===== src/rtl/sirq_pkg.sv =====
package sirq_pkg;
  localparam int unsigned ADDR_W  = 4;
  localparam int unsigned NUM_SRC = 4;  // completion, low thr, high thr, gpio
  localparam int unsigned EN_BASE = 0;
  localparam int unsigned ST_BASE = 4;
  localparam int unsigned SRC_LO  = 1;
  localparam int unsigned SRC_HI  = 2;
  localparam int unsigned SRC_GP  = 3;
  typedef logic [ADDR_W-1:0] addr_t;
endpackage


===== src/rtl/sirq_pend_bank.sv =====
module sirq_pend_bank #(
  parameter int unsigned WIDTH      = 12,
  parameter bit          CHANGE_DET = 1'b0
) (
  input  logic             clk_i,
  input  logic             rst_ni,
  input  logic [WIDTH-1:0] src_i,
  input  logic             clr_i,
  output logic [WIDTH-1:0] pend_o,
  output logic [WIDTH-1:0] pend_nxt_o
);
  logic [WIDTH-1:0] evt;

  generate
    if (CHANGE_DET) begin : g_change
      logic [WIDTH-1:0] prev_q;
      always_ff @(posedge clk_i or negedge rst_ni) begin
        if (!rst_ni) prev_q <= '0;
        else         prev_q <= src_i;
      end
      assign evt = src_i ^ prev_q;
    end else begin : g_pulse
      assign evt = src_i;
    end
  endgenerate

  // a fresh event survives a same-cycle clear
  assign pend_nxt_o = (pend_o & ~{WIDTH{clr_i}}) | evt;

  always_ff @(posedge clk_i or negedge rst_ni) begin
    if (!rst_ni) pend_o <= '0;
    else         pend_o <= pend_nxt_o;
  end

  AST_EVT_WINS: assert property (@(posedge clk_i) disable iff (!rst_ni)
    (|evt) |=> ((pend_o & $past(evt)) == $past(evt)));
  AST_CLR_EMPTIES: assert property (@(posedge clk_i) disable iff (!rst_ni)
    (clr_i && evt == '0) |=> (pend_o == '0));
endmodule


===== src/rtl/sirq_regs.sv =====
module sirq_regs
  import sirq_pkg::*;
#(
  parameter int unsigned N_STAGES = 12,
  parameter int unsigned DATA_W   = 16
) (
  input  logic                              clk_i,
  input  logic                              rst_ni,
  input  logic                              stb_i,
  input  logic                              we_i,
  input  addr_t                             addr_i,
  input  logic [DATA_W-1:0]                 wdata_i,
  input  logic [NUM_SRC-1:0][N_STAGES-1:0]  src_i,
  input  logic [NUM_SRC-1:0][N_STAGES-1:0]  pend_i,
  output logic [NUM_SRC-1:0][N_STAGES-1:0]  en_o,
  output logic [NUM_SRC-1:0][N_STAGES-1:0]  en_nxt_o,
  output logic [NUM_SRC-1:0]                clr_o,
  output logic [DATA_W-1:0]                 rdata_o
);
  logic [NUM_SRC-1:0][N_STAGES-1:0] stat_view;
  logic [DATA_W-1:0] rd_val;
  logic unused_hi;
  assign unused_hi = ^wdata_i[DATA_W-1:N_STAGES];

  generate
    for (genvar i = 0; i < NUM_SRC; i++) begin : g_src
      localparam logic [N_STAGES-1:0] MASK =
        (i == SRC_GP) ? {{(N_STAGES-1){1'b0}}, 1'b1} : {N_STAGES{1'b1}};
      logic wr_hit;
      assign wr_hit      = stb_i && we_i && (addr_i == ADDR_W'(EN_BASE + i));
      assign clr_o[i]    = stb_i && !we_i && (addr_i == ADDR_W'(ST_BASE + i));
      assign en_nxt_o[i] = wr_hit ? (wdata_i[N_STAGES-1:0] & MASK) : en_o[i];
      // threshold status reads show live levels; others show sticky bits
      if (i == SRC_LO || i == SRC_HI) begin : g_lvl
        assign stat_view[i] = src_i[i];
      end else begin : g_stk
        assign stat_view[i] = pend_i[i];
      end
    end
  endgenerate

  always_comb begin
    rd_val = '0;
    for (int unsigned k = 0; k < NUM_SRC; k++) begin
      if (addr_i == ADDR_W'(EN_BASE + k)) rd_val[N_STAGES-1:0] = en_o[k];
      if (addr_i == ADDR_W'(ST_BASE + k)) rd_val[N_STAGES-1:0] = stat_view[k];
    end
  end

  always_ff @(posedge clk_i or negedge rst_ni) begin
    if (!rst_ni) begin
      en_o    <= '0;
      rdata_o <= '0;
    end else begin
      en_o <= en_nxt_o;
      if (stb_i && !we_i) rdata_o <= rd_val;
    end
  end

  AST_UPPER_ZERO: assert property (@(posedge clk_i) disable iff (!rst_ni)
    rdata_o[DATA_W-1:N_STAGES] == '0);
  AST_ST_WRITE_KEEPS_EN: assert property (@(posedge clk_i) disable iff (!rst_ni)
    (stb_i && we_i && addr_i >= ADDR_W'(ST_BASE)) |=> $stable(en_o));
endmodule


===== src/rtl/sense_irq_ctrl.sv =====
module sense_irq_ctrl
  import sirq_pkg::*;
#(
  parameter int unsigned N_STAGES = 12,
  parameter int unsigned DATA_W   = 16
) (
  input  logic                clk_i,
  input  logic                rst_ni,
  input  logic [N_STAGES-1:0] cc_done_i,
  input  logic [N_STAGES-1:0] thr_lo_i,
  input  logic [N_STAGES-1:0] thr_hi_i,
  input  logic                gpio_evt_i,
  input  logic                bus_stb_i,
  input  logic                bus_we_i,
  input  logic [ADDR_W-1:0]   bus_addr_i,
  input  logic [DATA_W-1:0]   bus_wdata_i,
  output logic [DATA_W-1:0]   bus_rdata_o,
  output logic                irq_n_o
);
  logic [NUM_SRC-1:0][N_STAGES-1:0] src, pend, pend_nxt, en, en_nxt;
  logic [NUM_SRC-1:0]               clr;
  logic                             irq_q;

  assign src[0]      = cc_done_i;
  assign src[SRC_LO] = thr_lo_i;
  assign src[SRC_HI] = thr_hi_i;
  assign src[SRC_GP] = {{(N_STAGES-1){1'b0}}, gpio_evt_i};

  generate
    for (genvar i = 0; i < NUM_SRC; i++) begin : g_bank
      sirq_pend_bank #(
        .WIDTH     (N_STAGES),
        .CHANGE_DET((i == SRC_LO) || (i == SRC_HI))
      ) u_bank (
        .clk_i     (clk_i),
        .rst_ni    (rst_ni),
        .src_i     (src[i]),
        .clr_i     (clr[i]),
        .pend_o    (pend[i]),
        .pend_nxt_o(pend_nxt[i])
      );
    end
  endgenerate

  sirq_regs #(
    .N_STAGES(N_STAGES),
    .DATA_W  (DATA_W)
  ) u_regs (
    .clk_i   (clk_i),
    .rst_ni  (rst_ni),
    .stb_i   (bus_stb_i),
    .we_i    (bus_we_i),
    .addr_i  (bus_addr_i),
    .wdata_i (bus_wdata_i),
    .src_i   (src),
    .pend_i  (pend),
    .en_o    (en),
    .en_nxt_o(en_nxt),
    .clr_o   (clr),
    .rdata_o (bus_rdata_o)
  );

  // registered line: released in the same edge that applies a clearing read
  always_ff @(posedge clk_i or negedge rst_ni) begin
    if (!rst_ni) irq_q <= 1'b1;
    else         irq_q <= ~|(pend_nxt & en_nxt);
  end
  assign irq_n_o = irq_q;

  AST_LINE_TRACKS_PEND: assert property (@(posedge clk_i) disable iff (!rst_ni)
    irq_n_o == ~|(pend & en));
  AST_DONE_PULLS_LOW: assert property (@(posedge clk_i) disable iff (!rst_ni)
    (((cc_done_i & en[0]) != '0) && !(bus_stb_i && bus_we_i)) |=> !irq_n_o);
  AST_THR_CHANGE_LOW: assert property (@(posedge clk_i) disable iff (!rst_ni)
    ((((thr_lo_i ^ $past(thr_lo_i)) & en[SRC_LO]) != '0) && !bus_stb_i) |=> !irq_n_o);
endmodule


===== config.mk =====
export PLATFORM = sky130hd
export DESIGN_NAME = sense_irq_ctrl
export DESIGN_NICKNAME = d
export VERILOG_FILES = /design/src/rtl/sirq_pkg.sv /design/src/rtl/sirq_pend_bank.sv /design/src/rtl/sirq_regs.sv /design/src/rtl/sense_irq_ctrl.sv
export SDC_FILE = /design/constraint.sdc
export NUM_CORES = 1
export LEC_CHECK = 0
export BUFFER_PORTS_ARGS = -buffer_cell sky130_fd_sc_hd__buf_4
export CAP_MARGIN = 20
export CORE_UTILIZATION = 55
export CTS_BUF_LIST = sky130_fd_sc_hd__clkbuf_4
export DETAILED_ROUTE_END_ITERATION = 16
export PLACE_DENSITY = 0.77
export SLEW_MARGIN = 0
export SYNTH_ARGS = -nofsm -noshare
export SYNTH_HDL_FRONTEND = slang
export SYNTH_SLANG_ARGS = --single-unit
export TNS_END_PERCENT = 100

===== constraint.sdc =====
create_clock -name clk_i -period 3.85 [get_ports clk_i]
set_input_delay 1.155 -clock clk_i [delete_from_list [all_inputs] [get_ports clk_i]]
set_output_delay 1.155 -clock clk_i [all_outputs]
set_load 0.05 [all_outputs]

==> summary.md <==
| Metric | Value |
|---|---|
| Clock Path Buffers | 2 |
| Post-Syn Area | 6040 um2 |
| Max_cap viols | 0 |
| # IOs | 78 |
| Fin crit share | 84.3% |
| Full die area | 11,400 um2 |
| Clock slew at reported path FFs | 0.10 ns |
| DRC | 0 |
| GPL Wtd Cong | 0.943 |
| First-pass GRT wire length | 24.6 mm |
| Worst Skew | 0.0135 ns |
| Number of synthesized flops with an enable pin | 0 |
| Nets | 697 |
| Inst Count DP | 753 |
| Layout area overhead | 15.9% |
| Synth Area in Simple Gates | 11.6% |
| Post-detail-place hpwl | 11.3 mm |
| Combinational power share | 17.8% |
| Compound-Gate Fraction of Synth Area | 19.7% |
| Grt total ovfl | 0 |
| DRT antenna net count | 0 |
| Routed vias/inst | 5.93 |
| Sequential fraction of the synthesis area | 55.1% |
| Port bufs | 69 |
| Commonest non-fill, non-tap cell in the layout | dfrtp_1 |
| TritonCTS clock tree | built |
| Mux cell area share after synthesis | 4.72% |
| Most frequent cells in the layout | dfrtp_1, buf_4, o21ai_0 |
| Max_slew headroom | 57.0% |
| Min Tclk post-route | 3.25 ns |
| Unrepaired setup endpoints after global routing | no |
| Htree depth | 4 |
| Setup bufs post-CTS | 0 |
| Placeable core region | 10,500 um2 |
| Final WL | 15.2 mm |
| Total Power | 2.98 mW |
| ANT cells | 0 |
| Vias | 4,653 |
| TritonCTS Sinks | 133 |
| Synth Warn # | 0 |
| Final instance area | 7010 um2 |
| CP Class | input port to register |
| Worst skew pair latency | 0.53 ns |
| Fillers | 793 |
| Vias in the first global route | 4,728 |
| Post-Synthesis Cells | 559 |
| 1st-iter DRT viols | 343 |
| Power per cell area | 425 nW/um2 |
| Syn Area/Cell | 10.8 um2 |
| Status | finished clean |
| Clock power share | 29.7% |
| Post_cts resized | 0 |
| Largest family of logic cells by synthesized area | compound AO/OA/AOI/OAI gates |
| CTS Hold Bufs | 0 |
| Ys async rst share | 100% |
| Post-synthesis adder-cell area fraction | 0% |
| Num CTS Buffers | 17 |
| Worst-path maximum fanout | 13 |
| Final worst setup slack | 0.603 ns |
| Pin count of the biggest net entering global routing | 52 |
| Peak supply drop | 0.209 mV |
| Die width | 107 um |
| Starting Density | 57.5% |
| Prevailing post-synth register cell | dfrtp_1 |
| Hold Fails Final Rpt | 0 |
| Sequential Power Share | 52.5% |
| Tightest Pin Transition | 0.629 ns |
| Final cell count without fillers | 785 |
| Pre-antenna DRT Iters | 4 |
| Place WS | 0.146 ns |
| Synth Area in XOR/XNOR | 3.62% |
| Internal Power | 2.11 mW |
| Critical path startpoint category | input port |
| Slew Viols, Final | 0 |
| Share of layout cells above drive strength 1 | 22.3% |
| Setup TNS | 0 ns |
| Placed instance area | 6740 um2 |
| Clk Tree Root Cell | clkbuf_4 |
| R2R setup slack | 1.88 ns |
| Setup violators final | 0 |
| GRT Util Overall | 29.1% |
| Fmax | 0.308 GHz |
| CP Capture Type | register |
| FP Rows | 37 |
| Die H | 107 um |
| Initial antenna violation count | 0 |
| Switching portion of total power | 29.0% |
| Post-synthesis cell type count | 45 |
| Worst EP required | 4.28 ns |
| #FFs+latches synth | 133 |
| Static leakage | 3.26 nW |
| Critical path arrival | 3.68 ns |
| Wirelength per Cell | 19.4 um |
| Net Sw Power | 0.863 mW |
| Worst hold path type | register to register |
==> routing by layer <==
metal  part of all wire, %  track usage, %
met5                     0               0
met4                   3.3            12.3
met3                   7.8            7.17
met1                    43            39.7
met2                    46            44.4
==> cell type report <==
class	instances	area (um2)	share of cell area, %
multi-input combinational	361	2420	34.5
tap	136	170	2.43
clock inverter	12	113	1.61
inverter	30	113	1.61
timing repair buffer	93	711	10.1
clock buffer	20	150	2.14
sequential	133	3330	47.5
==> power groups by stage <==
| stage | logic (mW) | clock network (mW) | registers [mW] |
|---|---|---|---|
| 2_1_floorplan | 0.268 | 0 | 1.63 |
| 3_3_place_gp | 0.517 | 0 | 1.58 |
| 4_1_cts | 0.527 | 0.899 | 1.56 |
| 6_report | 0.530 | 0.884 | 1.56 |
| 5_1_grt | 0.578 | 0.962 | 1.57 |
| 3_5_place_dp | 0.525 | 0 | 1.59 |
==> worst paths after layout <==
kind | endpoint | cells past startpoint | from
hold reg to reg | g_bank[2].u_bank.pend_o[2] | 1 | g_bank[2].u_bank.pend_o[2]
min in group asynchronous | g_bank[3].u_bank.pend_o[3] | 1 | rst_ni
setup reg to reg | irq_n_o | 4 | u_regs.en_o[35]
setup / recovery | irq_n_o | 7 | bus_addr_i[3]
max in group asynchronous | irq_n_o | 2 | rst_ni
hold / removal | g_bank[2].u_bank.pend_o[2] | 1 | g_bank[2].u_bank.pend_o[2]
==> cells in the mapped netlist (5+ instances only) <==
cell type,number,area [um2]
dfrtp_1,132,3300
o21ai_0,40,200
nand2_1,37,139
inv_1,30,113
a21oi_1,27,135
nor2b_1,25,156
a211oi_1,24,180
a21o_1,24,180
a22oi_1,24,180
clkbuf_1,24,90.1
xor2_1,17,149
nand2b_1,15,93.8
nor2_1,15,56.3
mux2_2,14,158
a22o_1,13,114
nand3_1,12,60.1
o221ai_1,12,105
mux2_1,10,113
o21ai_1,9,45.0
xnor2_1,8,70.1
buf_6,5,56.3
==> registers in the layout, indices dropped and copies added, names as in the netlist <==
name,count
g_bank.u_bank.g_change.prev_q,24
g_bank.u_bank.pend_o,48
irq_n_o,1
u_regs.en_o,48
u_regs.rdata_o,12
==> logic make-up after synthesis <==
logic type / count (synthesis)
AOI/OAI and AO/OA: 179
buffers and inverters: 68
xor gates and xnor gates: 25
muxes: 25
and+or+nand+nor: 128
DFF: 133
other: 1
==> per-stage QoR <==
| step | hold slack [ns] | util, % |
|---|---|---|
| after floorplan | 0.442 | - |
| after global placement | 0.465 | 64.2 |
| after detailed placement | 0.468 | 64.2 |
| after CTS | 0.491 | 66.7 |
| after global routing | 0.516 | 66.7 |
| final | 0.488 | 66.7 |
==> worst max-delay path: stages <==
cell and delay (ns):
buf_4 0.17, and4bb_1 0.55, nand2_2 0.24, mux2_1 0.40, a2111oi_0 0.63, nand4_1 0.28, nor4_2 0.24
Note: power is estimated with default switching activity, not from simulation.
